<file path="src/rtl/burst_addr_pkg.sv">
package burst_addr_pkg;
  typedef enum logic [1:0] {
    ACT_HOLD = 2'd0,
    ACT_STEP = 2'd1,
    ACT_LOAD = 2'd2,
    ACT_ZERO = 2'd3
  } addr_act_e;
endpackage

</file>
<file path="src/rtl/burst_act_dec.sv">
module burst_act_dec
  import burst_addr_pkg::*;
(
  input  logic      ld_n,
  input  logic      adv_n,
  input  logic      clr_n,
  output addr_act_e act
);
  // Priority: clear, then load, then advance.
  always_comb begin
    if (!clr_n)      act = ACT_ZERO;
    else if (!ld_n)  act = ACT_LOAD;
    else if (!adv_n) act = ACT_STEP;
    else             act = ACT_HOLD;
  end
endmodule

</file>
<file path="src/rtl/burst_next_addr.sv">
module burst_next_addr
  import burst_addr_pkg::*;
#(
  parameter int ADDR_W = 16
) (
  input  addr_act_e         act,
  input  logic [ADDR_W-1:0] cur_addr,
  input  logic [ADDR_W-1:0] ext_addr,
  output logic [ADDR_W-1:0] sel_addr
);
  localparam logic [ADDR_W-1:0] ONE = ADDR_W'(1);

  logic [ADDR_W-1:0] inc_addr;
  assign inc_addr = cur_addr + ONE;

  always_comb begin
    unique case (act)
      ACT_ZERO: sel_addr = '0;
      ACT_LOAD: sel_addr = ext_addr;
      ACT_STEP: sel_addr = inc_addr;
      default:  sel_addr = cur_addr;
    endcase
  end
endmodule

</file>
<file path="src/rtl/burst_addr_reg.sv">
module burst_addr_reg #(
  parameter int ADDR_W = 16
) (
  input  logic              clk,
  input  logic              rst,
  input  logic [ADDR_W-1:0] d,
  output logic [ADDR_W-1:0] q
);
  always_ff @(posedge clk) begin
    if (rst) q <= '0;
    else     q <= d;
  end


  reset_zero_chk: assert property (@(posedge clk) rst |=> (q == '0));
endmodule

</file>
<file path="src/rtl/burst_addr_gen.sv">
module burst_addr_gen
  import burst_addr_pkg::*;
#(
  parameter int ADDR_W = 16
) (
  input  logic              clk,
  input  logic              rst,
  input  logic [ADDR_W-1:0] ext_addr,
  input  logic              ld_n,
  input  logic              adv_n,
  input  logic              clr_n,
  output logic [ADDR_W-1:0] acc_addr
);
  addr_act_e         act;
  logic [ADDR_W-1:0] cur_addr;

  burst_act_dec u_dec (
    .ld_n  (ld_n),
    .adv_n (adv_n),
    .clr_n (clr_n),
    .act   (act)
  );

  burst_next_addr #(.ADDR_W(ADDR_W)) u_next (
    .act      (act),
    .cur_addr (cur_addr),
    .ext_addr (ext_addr),
    .sel_addr (acc_addr)
  );

  burst_addr_reg #(.ADDR_W(ADDR_W)) u_reg (
    .clk (clk),
    .rst (rst),
    .d   (acc_addr),
    .q   (cur_addr)
  );

  // Marks cycles whose previous cycle was out of reset.
  logic past_ok;
  always_ff @(posedge clk) begin
    if (rst) past_ok <= 1'b0;
    else     past_ok <= 1'b1;
  end


  clear_zero_chk: assert property (@(posedge clk) disable iff (rst)
    !clr_n |-> (acc_addr == '0));


  load_ext_chk: assert property (@(posedge clk) disable iff (rst)
    (clr_n && !ld_n) |-> (acc_addr == ext_addr));


  hold_prev_chk: assert property (@(posedge clk) disable iff (rst)
    (past_ok && clr_n && ld_n && adv_n) |-> (acc_addr == $past(acc_addr)));


  step_inc_chk: assert property (@(posedge clk) disable iff (rst)
    (past_ok && clr_n && ld_n && !adv_n)
      |-> (acc_addr == $past(acc_addr) + ADDR_W'(1)));
endmodule

</file>
<file path="config.mk">
export PLATFORM = sky130hd
export DESIGN_NAME = burst_addr_gen
export DESIGN_NICKNAME = d
export VERILOG_FILES = /design/src/rtl/burst_addr_pkg.sv /design/src/rtl/burst_act_dec.sv /design/src/rtl/burst_next_addr.sv /design/src/rtl/burst_addr_reg.sv /design/src/rtl/burst_addr_gen.sv
export SDC_FILE = /design/constraint.sdc
export NUM_CORES = 1
export LEC_CHECK = 0
export BUFFER_PORTS_ARGS = -buffer_cell sky130_fd_sc_hd__buf_2
export CORE_AREA = 8 8 58 60
export DETAILED_ROUTE_END_ITERATION = 6
export DIE_AREA = 0 0 66 68
export PLACE_DENSITY = 0.77
export SETUP_SLACK_MARGIN = 0.2
export SLEW_MARGIN = 20
export SYNTH_ARGS = -nofsm -noshare
export SYNTH_HDL_FRONTEND = slang
export SYNTH_HIERARCHICAL = 1
export SYNTH_SLANG_ARGS = --single-unit
</file>
<file path="constraint.sdc">
create_clock -name clk -period 1.8 [get_ports clk]
set_input_delay 0.18 -clock clk [delete_from_list [all_inputs] [get_ports clk]]
set_output_delay 0.18 -clock clk [all_outputs]
set_load 0.02 [all_outputs]
</file>
== Word-level counts from Yosys, hierarchy flattened ==
Index checks and enable logic that the tools add are counted.
W data, S select, Z words.
Operators by class
  shift-type cells: 0
  equal/unequal tests: 3
  reductions and logical operators: 0
  order comparisons: 0
  add/subtract/negate cells: 1
  bitwise gates (word level): 0
  mux-type cells: 4
  multipliers: 0
  divide/modulo/power cells: 0
Operator list (number)
  $pmux W16 S3: 1
  $add A16 B1 Y16 const B: 1
  $eq A2 B2 Y1 const B: 2
  $mux W2: 2
  $eq A2 B1 Y1 const B: 1
  $mux W1: 1
Word-level totals
  memories: 0
  memory bits (writable): 0
  memory bits (read-only): 0
  register bits after elaboration: 16
  logic and storage cells: 9
  output and inout bits: 16
  bits in latches: 0
  input bits: 21

== Logic depth before layout (Yosys ltp) ==
Gate-level depths: netlist of the first run.
  word-level depth: 5
  gate-level depth with buffers: 7
  gate-level depth less buffers: 6

== Hierarchy ==
The synthesis of the first run kept the hierarchy.
Modules (own cells, without submodules)
  burst_next_addr: cells each 100, seq. area each 0.0 µm², instances 1, area each 730.7 µm²
  burst_addr_reg: cells each 33, seq. area each 320.3 µm², instances 1, area each 464.2 µm²
  burst_act_dec: cells each 3, seq. area each 0.0 µm², instances 1, area each 16.3 µm²

== Least setup slack after synthesis of the first run ==
OpenSTA, ideal clock, no wires.
  path type: reg2reg
  start: register u_reg.q[4]
  end: register u_reg.q[9]
  cell stages (with the launch flop): 6
  data arrival time: 1.823 ns
  path buffers: 1
  setup time: 0.064 ns
  data required time: 1.736 ns
  period minus slack after synthesis: 1.887 ns
  slack: -0.087 ns
  cell sequence: dfxtp_1 > buf_2 > nand3_2 > or3_1 > o311ai_1 > nor2b_2
Between the ends
  longest elaborated chain between the ends: 2
RTL lines
  start, declared: line burst_addr_reg.sv:7  | output logic [ADDR_W-1:0] q
  start signal, assigned: line burst_addr_reg.sv:10  | if (rst) q <= '0;
  start signal, assigned: line burst_addr_reg.sv:11  | else q <= d;
  $add A16 B1 Y16: line burst_next_addr.sv:14  | assign inc_addr = cur_addr + ONE;
  $pmux W16 S3: line burst_next_addr.sv:17  | unique case (act)
  named net acc_addr[9]: line burst_addr_gen.sv:12  | output logic [ADDR_W-1:0] acc_addr
The timed path passes the listed nets, and every way through them passes these cells.
A chain may end at the register's enable or synchronous reset.

== Worst setup path after layout of the first run ==
  start: register u_reg.q[0]
  end: output acc_addr[8]
Between the ends
  longest elaborated chain between the ends: 2
RTL lines (line)
  $add A16 B1 Y16: burst_next_addr.sv:14
  $pmux W16 S3: burst_next_addr.sv:17
  end, declared: burst_addr_gen.sv:12
No other way between the ends.

==> results of run 1 <==
[area by class of cell]
type                    instances  area [um^2]  area share, %
multi-input cells             107          992           52.4
repair buffers                 65          458           24.2
flip-flops and latches         16          348           18.4
well taps                      31         38.8           2.05
clock buffers                   4         36.3           1.92
inverters                       5         18.8          0.992
[worst max-delay path, delay by kind of cell, from the launching register on]
kind            cells  cell delay, ns
compound gates      1            0.13
fa+ha+maj           1            0.15
flops               1            0.40
simple gates        2            0.61
buf+inv             1            0.19
[cell usage after synthesis (4+ instances only)]
cell type and n:
mux2i_1 17, dfxtp_1 16, a22oi_1 12, and2b_2 7, nor2b_1 7, nor2b_2 7
o211ai_1 7, nand2_1 6, nand4_1 6, xor2_1 6, inv_1 5, nor4_1 4
[power breakdown]
group | leakage (nW) | internal, W | total, W | switching [W]
clock network | 0.0210 | 0.000123 | 0.000245 | 0.000122
registers | 0.137 | 0.000367 | 0.000389 | 0.0000221
logic | 0.728 | 0.000147 | 0.000298 | 0.000151
total | 0.886 | 0.000637 | 0.000932 | 0.000295
[worst min path at each step]
stage                             end   startpoint  slack [ns]  cells after the start
4_1_cts         u_reg/q[1]$_SDFF_PP0_  ext_addr[1]        0.26                      4
2_1_floorplan   u_reg/q[0]$_SDFF_PP0_          rst        0.39                      1
3_3_place_gp    u_reg/q[1]$_SDFF_PP0_  ext_addr[1]        0.54                      4
6_report       u_reg/q[10]$_SDFF_PP0_          rst        0.27                      2
5_1_grt         u_reg/q[7]$_SDFF_PP0_          rst        0.27                      2
3_5_place_dp    u_reg/q[1]$_SDFF_PP0_  ext_addr[1]        0.56                      4
[per-stage QoR]
| stage | instance area (um^2) | TNS [ns] | hold slack, ns |
|---|---|---|---|
| detailed placement | 1530 | 0 | 0.560 |
| finish | 1890 | -0.892 | 0.275 |
| global route | 1890 | -1.82 | 0.272 |
| floorplan | 1290 | 0 | 0.388 |
| CTS | 1810 | -0.913 | 0.260 |
| global placement | 1530 | 0 | 0.535 |
[cell families after synthesis]
family | Yosys count | synth area share (%)
adders and majority gates | 1 | 1.03
buffers and inverters | 13 | 6.51
DFF | 16 | 26.4
xor gates and xnor gates | 7 | 5.06
muxes | 17 | 14.0
AOI/OAI and AO/OA | 29 | 17.1
and+or+nand+nor | 53 | 29.8
[layer usage]
metal  vias to the layer above  share of wire (%)  GRT usage, %
met5                         -                  0             0
met4                         0               0.77          4.00
met3                         4                5.5          3.27
met2                        45                 55          34.1
met1                       648                 39          17.8
li1                        635                  -             -
[repair_timing]
| action | in CTS | in global routing |
|---|---|---|
| pin swaps | 11 | 4 |
| setup endpoints to repair | 16 | 17 |
| resized for setup | 40 | 11 |
| buffers inserted | 13 | 5 |
==> summary.txt, run 1 <==
Critical path
  • Critical path launch point: u_reg/q[0]$_SDFF_PP0_
  • CP Capture Type: output port
  • Req. time, crit path: 1.62 ns
  • WP data arrival: 1.78 ns
  • CP cell instances: ha_4 -> nand3_2 -> or4_1 -> o211ai_1 -> buf_4
  • R2R Path End: u_reg/q[7]$_SDFF_PP0_
  • R2R cell count: 8
  • Critical path destination: acc_addr[8]
  • CP Class: reg -> out
  • Crit path max fanout: 5
  • R2R setup slack: 0.07 ns
  • Max stage delay on crit path: 0.48 ns
  • Critical path launch point type: flop
  • Worst r2r src: u_reg/q[7]$_SDFF_PP0_
  • Max stage delay cell, worst path: or4_1

Cells and area
  • Max reg flops: 16
  • Post-layout util: 73.7%
  • Area Overhead vs Synth: 56.2%
  • Diode count: 0
  • Largest regs: u_reg/q x16
  • Share of cells above drive strength 1: 59.9%
  • Non-Filler Instances: 228
  • Layout net count: 220
  • Reg with most FFs: u_reg/q
  • Most frequent cells in the layout: buf_4, buf_2, a22oi_1
  • Most common cell after layout, fill and taps aside: buf_4
  • Fill cells: 179

Floorplanning
  • Core Box Area: 0.00257 mm^2
  • I/O pin count: 37
  • Die ar.: 0.00449 mm^2
  • Die X: 66 um
  • # rows: 19
  • Die Height: 68 um
  • Initial Utilization: 47.2%

Logic synthesis
  • Biggest area consumer among synthesized cells: dfxtp_1
  • Synth unique cells: 34
  • Synth Register Bits: 16
  • Synth async-reset ratio: 0%
  • Post-synth EDFFs: 0
  • Post-synth top flop: dfxtp_1
  • Top cells by area, synth: dfxtp_1, mux2i_1, a22oi_1
  • Syn avg cell area: 8.91 um^2
  • Mapped Area: 0.00121 mm^2
  • Synth top area share: 26.4%
  • Sequential cell area fraction in the yosys report: 26.4%
  • Number of synthesis warnings: 6
  • Net Count, Synth: 158
  • Cells after synthesis: 136

Placement
  • Placed instance count: 206
  • Post-DP HPWL: 2540 um
  • PortBufs: 36
  • Routability-driven placement congestion ratio: 0.837
  • Dpl ws: 0.0572 ns

Power
  • Power Total: 0.000932 W
  • Power per cell area: 493 mW/mm^2
  • Worst vdd ir: 0.000411 V
  • Pleak: 0.886 nW

CTS
  • Post-CTS Hold Fix Bufs: 0
  • H-tree depth: 1
  • CTS Buffer Depth: 2
  • Latest clock arrival within the worst-skew pair: 0.29 ns
  • Clock-pin transition on the worst setup and hold timing paths: 0.10 ns
  • CTS sink cnt: 16
  • Cts bufs inserted: 3
  • CTS tree: yes
  • Root cell of the clock tree: clkbuf_4

STA
  • Final WS setup: -0.156 ns
  • Min Tclk post-route: 1.96 ns
  • RSZ-0062 raised after global routing: yes
  • Slew margin rel.: 67.7%
  • Crit share post-route: 109%
  • Worst-Margin Slew: 0.484 ns
  • Max Slew Vio Count: 0
  • Setup-failing EPs final: 10
  • Clock skew: 0.00936 ns
  • Max Freq: 511 MHz
  • Hold Fails Final Rpt: 0

GRT
  • Vias in the first global route: 1372
  • Overall routing resource usage: 17.0%
  • First-pass GRT wire length: 6150 um
  • Largest net degree at the start of global routing: 17
  • Total gr overflow: 0
  • Initial antenna violation count: 0

Min path
  • Hold crit path type: in -> reg

Detailed routing
  • Avg Vias per Cell: 5.84
  • Drt first pass iters: 4
  • Post-route DRC: 0
  • Routed WL: 3900 um
  • Antenna viol nets, final: 0
  • DR iter-0 viols: 48
  • DR WL/cell: 17.1 um
  • Via count: 1332

Outcome
  • Status: finished, violations left
  • Failing checks: negative setup slack

Run
  • Max-cap viol count: 0
(Power assumes the default switching activity.)
==> inputs of run 2 (changes only) <==
--- a/config.mk
+++ b/config.mk
@@ -5,11 +5,12 @@
 export SDC_FILE = /design/constraint.sdc
 export NUM_CORES = 1
 export LEC_CHECK = 0
+export ABC_AREA = 1
 export BUFFER_PORTS_ARGS = -buffer_cell sky130_fd_sc_hd__buf_2
 export CORE_AREA = 8 8 58 60
 export DETAILED_ROUTE_END_ITERATION = 6
 export DIE_AREA = 0 0 66 68
-export PLACE_DENSITY = 0.77
+export PLACE_DENSITY = 0.76
 export SETUP_SLACK_MARGIN = 0.2
 export SLEW_MARGIN = 20
 export SYNTH_ARGS = -nofsm -noshare
==> run 2 against run 1 <==
  * The run now ends clean
  * Setup slack better by 0.16 ns
  * Final area shrank 3.7%
  * Sequential power is essentially flat
  * Clock power shrank 21%
  * Wire length decreased by 1.6%
  * Highest routed layer unchanged
==> summary.txt, run 2 <==
GRT
  • Largest net degree at the start of global routing: 17 (unchanged)
  • Initial antenna violation count: 0 (unchanged)
  • Overall routing resource usage: 15.5% (was 17.0%)
  • Met3 GRT Util: 3.44% (was 3.27%)
  • Vias in the first global route: 1329 (was 1372)
  • Total gr overflow: 0 (unchanged)
  • GR met2 Demand/Resource: 26.2% (was 34.1%)
  • First-pass GRT wire length: 5670 um (was 6150 um)
  • GRT Max-Usage Layer: met2 (unchanged)
  • Met1 Use GR: 18.2% (was 17.8%)

Floorplanning
  • Die ar.: 0.00449 mm^2 (unchanged)
  • Die X: 66 um (unchanged)
  • Die Height: 68 um (unchanged)
  • # rows: 19 (unchanged)
  • Initial Utilization: 45.9% (was 47.2%)
  • Core Box Area: 0.00257 mm^2 (unchanged)
  • I/O pin count: 37 (unchanged)

STA
  • Worst hold slack: 0.240 ns (was 0.275 ns)
  • Worst-Margin Slew: 0.338 ns (was 0.484 ns)
  • Clock skew: 0.00686 ns (was 0.00936 ns)
  • Hold Fails Final Rpt: 0 (unchanged)
  • Min Tclk post-route: 1.80 ns (was 1.96 ns)
  • Crit share post-route: 99.9% (was 109%)
  • Slew margin rel.: 77.4% (was 67.7%)
  • Max Freq: 556 MHz (was 511 MHz)
  • Setup-failing EPs final: 0 (was 10)
  • Max Slew Vio Count: 0 (unchanged)
  • RSZ-0062 raised after global routing: yes (unchanged)

CTS
  • CTS Buffer Depth: 2 (unchanged)
  • H-tree depth: 1 (unchanged)
  • Latest clock arrival within the worst-skew pair: 0.29 ns (about the same)
  • CTS sink cnt: 16 (unchanged)
  • Clock-pin transition on the worst setup and hold timing paths: 0.10 ns (about the same)
  • CTS tree: yes (unchanged)
  • Root cell of the clock tree: clkbuf_4 (unchanged)
  • Post-CTS Hold Fix Bufs: 0 (unchanged)
  • Cts bufs inserted: 3 (unchanged)

Min path
  • Hold depth: 5 (was 2)
  • Min-delay src: ext_addr[12] (was rst)
  • Endpoint, Worst Hold: u_reg/q[12]$_SDFF_PP0_ (was u_reg/q[10]$_SDFF_PP0_)
  • Hold crit path type: in -> reg (unchanged)

Logic synthesis
  • Net Count, Synth: 223 (was 158)
  • Synth top area share: 27.2% (was 26.4%)
  • Number of synthesis warnings: 6 (unchanged)
  • Compound-Gate Fraction of Synth Area: 7.55% (was 17.1%)
  • Mux contribution to synthesized area: 0% (was 14.0%)
  • Synth Register Bits: 16 (unchanged)
  • Count leader, synth: nand2_1 (was mux2i_1)
  • Post-synth top flop: dfxtp_1 (unchanged)
  • Xor/xnor share of the synthesized area: 0% (was 5.06%)
  • Post-Synth Simple-Gate Area: 48.1% (was 29.8%)
  • Synth unique cells: 24 (was 34)
  • Sequential cell area fraction in the yosys report: 27.2% (was 26.4%)
  • Adder-Cell Fraction of Synth Area: 1.06% (was 1.03%)
  • Largest family of logic cells by synthesized area: simple AND/OR/NAND/NOR gates (unchanged)
  • Synth cell count leaders: nand2_1, inv_1, nand3_1 (was mux2i_1, dfxtp_1, a22oi_1)
  • Cells after synthesis: 201 (was 136)
  • Synth async-reset ratio: 0% (unchanged)
  • Syn avg cell area: 5.86 um^2 (was 8.91 um^2)
  • Biggest area consumer among synthesized cells: dfxtp_1 (unchanged)
  • Mapped Area: 0.00118 mm^2 (was 0.00121 mm^2)
  • Post-synth EDFFs: 0 (unchanged)
  • Top cells by area, synth: dfxtp_1, nand2_1, inv_1 (was dfxtp_1, mux2i_1, a22oi_1)

Cells and area
  • Design area: 0.00182 mm^2 (was 0.00189 mm^2)
  • Share of cells above drive strength 1: 45.8% (was 59.9%)
  • Reg with most FFs: u_reg/q (unchanged)
  • Multi-input gate area: 836 um^2 (was 992 um^2)
  • Largest regs: u_reg/q x16 (unchanged)
  • Most common cell after layout, fill and taps aside: nand2_1 (was buf_4)
  • Register Area: 353 um^2 (was 348 um^2)
  • Max reg flops: 16 (unchanged)
  • Most frequent cells in the layout: nand2_1, inv_1, buf_2 (was buf_4, buf_2, a22oi_1)
  • Diode count: 0 (unchanged)
  • Area Overhead vs Synth: 54.7% (was 56.2%)
  • Fill cells: 216 (was 179)
  • Layout net count: 277 (was 220)

Power
  • Pleak: 0.840 nW (was 0.886 nW)
  • Worst vdd ir: 0.000354 V (was 0.000411 V)
  • Power per cell area: 453 mW/mm^2 (was 493 mW/mm^2)

Critical path
  • R2R setup slack: 0.18 ns (was 0.07 ns)
  • R2R Path End: u_reg/q[8]$_SDFF_PP0_ (was u_reg/q[7]$_SDFF_PP0_)
  • Max stage delay cell, worst path: dfxtp_4 (was or4_1)
  • WP data arrival: 1.62 ns (was 1.78 ns)
  • Buffers & Inverters on Critical Path: 1 (unchanged)
  • Max stage delay on crit path: 0.40 ns (was 0.48 ns)
  • Req. time, crit path: 1.62 ns (about the same)
  • Crit path max fanout: 4 (was 5)
  • CP cell instances: ha_4 -> nand3_4 -> nor2_4 -> a21oi_2 -> o21ai_1 -> nand3_1 -> buf_6 (was ha_4 -> nand3_2 -> or4_1 -> o211ai_1 -> buf_4)
  • Worst r2r src: u_reg/q[0]$_SDFF_PP0_ (was u_reg/q[7]$_SDFF_PP0_)
  • CP Capture Type: output port (unchanged)
  • R2R cell count: 12 (was 8)
  • Critical path launch point type: flop (unchanged)
  • CP delay by family, top: flip-flops (was simple AND/OR/NAND/NOR gates)
  • CP Class: reg -> out (unchanged)

Placement
  • PortBufs: 36 (unchanged)
  • Routability-driven placement congestion ratio: 0.911 (was 0.837)
  • Placement Cell Area: 0.00138 mm^2 (was 0.00153 mm^2)
  • Post-DP HPWL: 2350 um (was 2540 um)

Detailed routing
  • Antenna viol nets, final: 0 (unchanged)
  • Post-route DRC: 0 (unchanged)
  • Avg Vias per Cell: 5.18 (was 5.84)
  • Via count: 1472 (was 1332)
  • DR WL/cell: 13.5 um (was 17.1 um)
  • Routed WL: 3830 um (was 3900 um)
  • Drt first pass iters: 5 (was 4)
  • DR iter-0 viols: 58 (was 48)

Run
  • Max-cap viol count: 0 (unchanged)

Outcome
  • Status: finished clean (was finished, violations left)
==> run 2: changes by cell type in the layout (fill, tap and decap cells not counted), sizes merged, moves of 6 or more <==
cell,before,now
mux2i,17,0
a22oi,12,0
nor2,1,26
nand3,4,27
nand2,6,64
xor2,6,0
buf,65,52
nor2b,14,0
inv,5,36
and2b,7,0
==> run 2: worst max-delay path by stage <==
stage	from	endpoint	slack, ns	cells past startpoint
global placement	adv_n	acc_addr[8]	0.27	10
detailed placement	u_reg/q[0]$_SDFF_PP0_	acc_addr[14]	0.26	8
global route	u_reg/q[0]$_SDFF_PP0_	acc_addr[6]	-0.07	7
CTS	u_reg/q[0]$_SDFF_PP0_	acc_addr[6]	0.10	7
finish	u_reg/q[0]$_SDFF_PP0_	acc_addr[6]	0.001	7
floorplan	u_reg/q[0]$_SDFF_PP0_	u_reg/q[14]$_SDFF_PP0_	0.35	8
==> run 2: kinds of logic after synthesis <==
kind of cell / Yosys count
simple gates: 125
buf+inv: 43
compound gates: 16
flops: 16
fa+ha+maj: 1
==> run 2: worst reg2reg max path: cells and delay by family, from the launching register on <==
kind / cells / cell delay [ns]
adders and majority gates: 1 / 0.18
DFF: 1 / 0.38
buffers and inverters: 5 / 0.53
and+or+nand+nor: 5 / 0.32
AOI/OAI and AO/OA: 1 / 0.11
==> run 2: timing repair <==
item | CTS | global route
gates cloned | 0 | 1
setup buffers | 5 | 7
pin swaps | 11 | 17
setup endpoints to repair | 14 | 17
resized for setup | 51 | 46
==> run 2: report_power, final <==
part,internal (W),switching [W]
registers,0.000365,0.0000232
clock network,0.0000779,0.000116
logic,0.000110,0.000132
==> run 2: cell type report <==
type | count | area share, %
Multi-Input combinational cell | 142 | 45.9
Inverter | 39 | 8.72
Clock buffer | 3 | 1.24
Sequential cell | 16 | 19.4
Timing Repair Buffer | 52 | 22.4
Tap cell | 31 | 2.13
Timing Repair inverter | 1 | 0.275
==> run 2: stage by stage <==
step	utilization (%)	total power (W)	cells	worst slack (ns)	TNS (ns)
global placement	53.9	0.000565	268	0.267	0
detailed placement	53.9	0.000567	268	0.257	0
floorplan	-	0.000505	201	0.352	0
global route	71.0	0.000870	284	-0.0727	-0.225
finish	71.0	0.000825	284	0.00137	0
CTS	63.1	0.000787	276	0.104	0
==> run 2: routing by layer <==
layer	part of all wire (%)	vias to the layer above
met2	50	69
met3	7.7	18
met1	38	661
met5	0	-
li1	-	724
met4	3.7	0
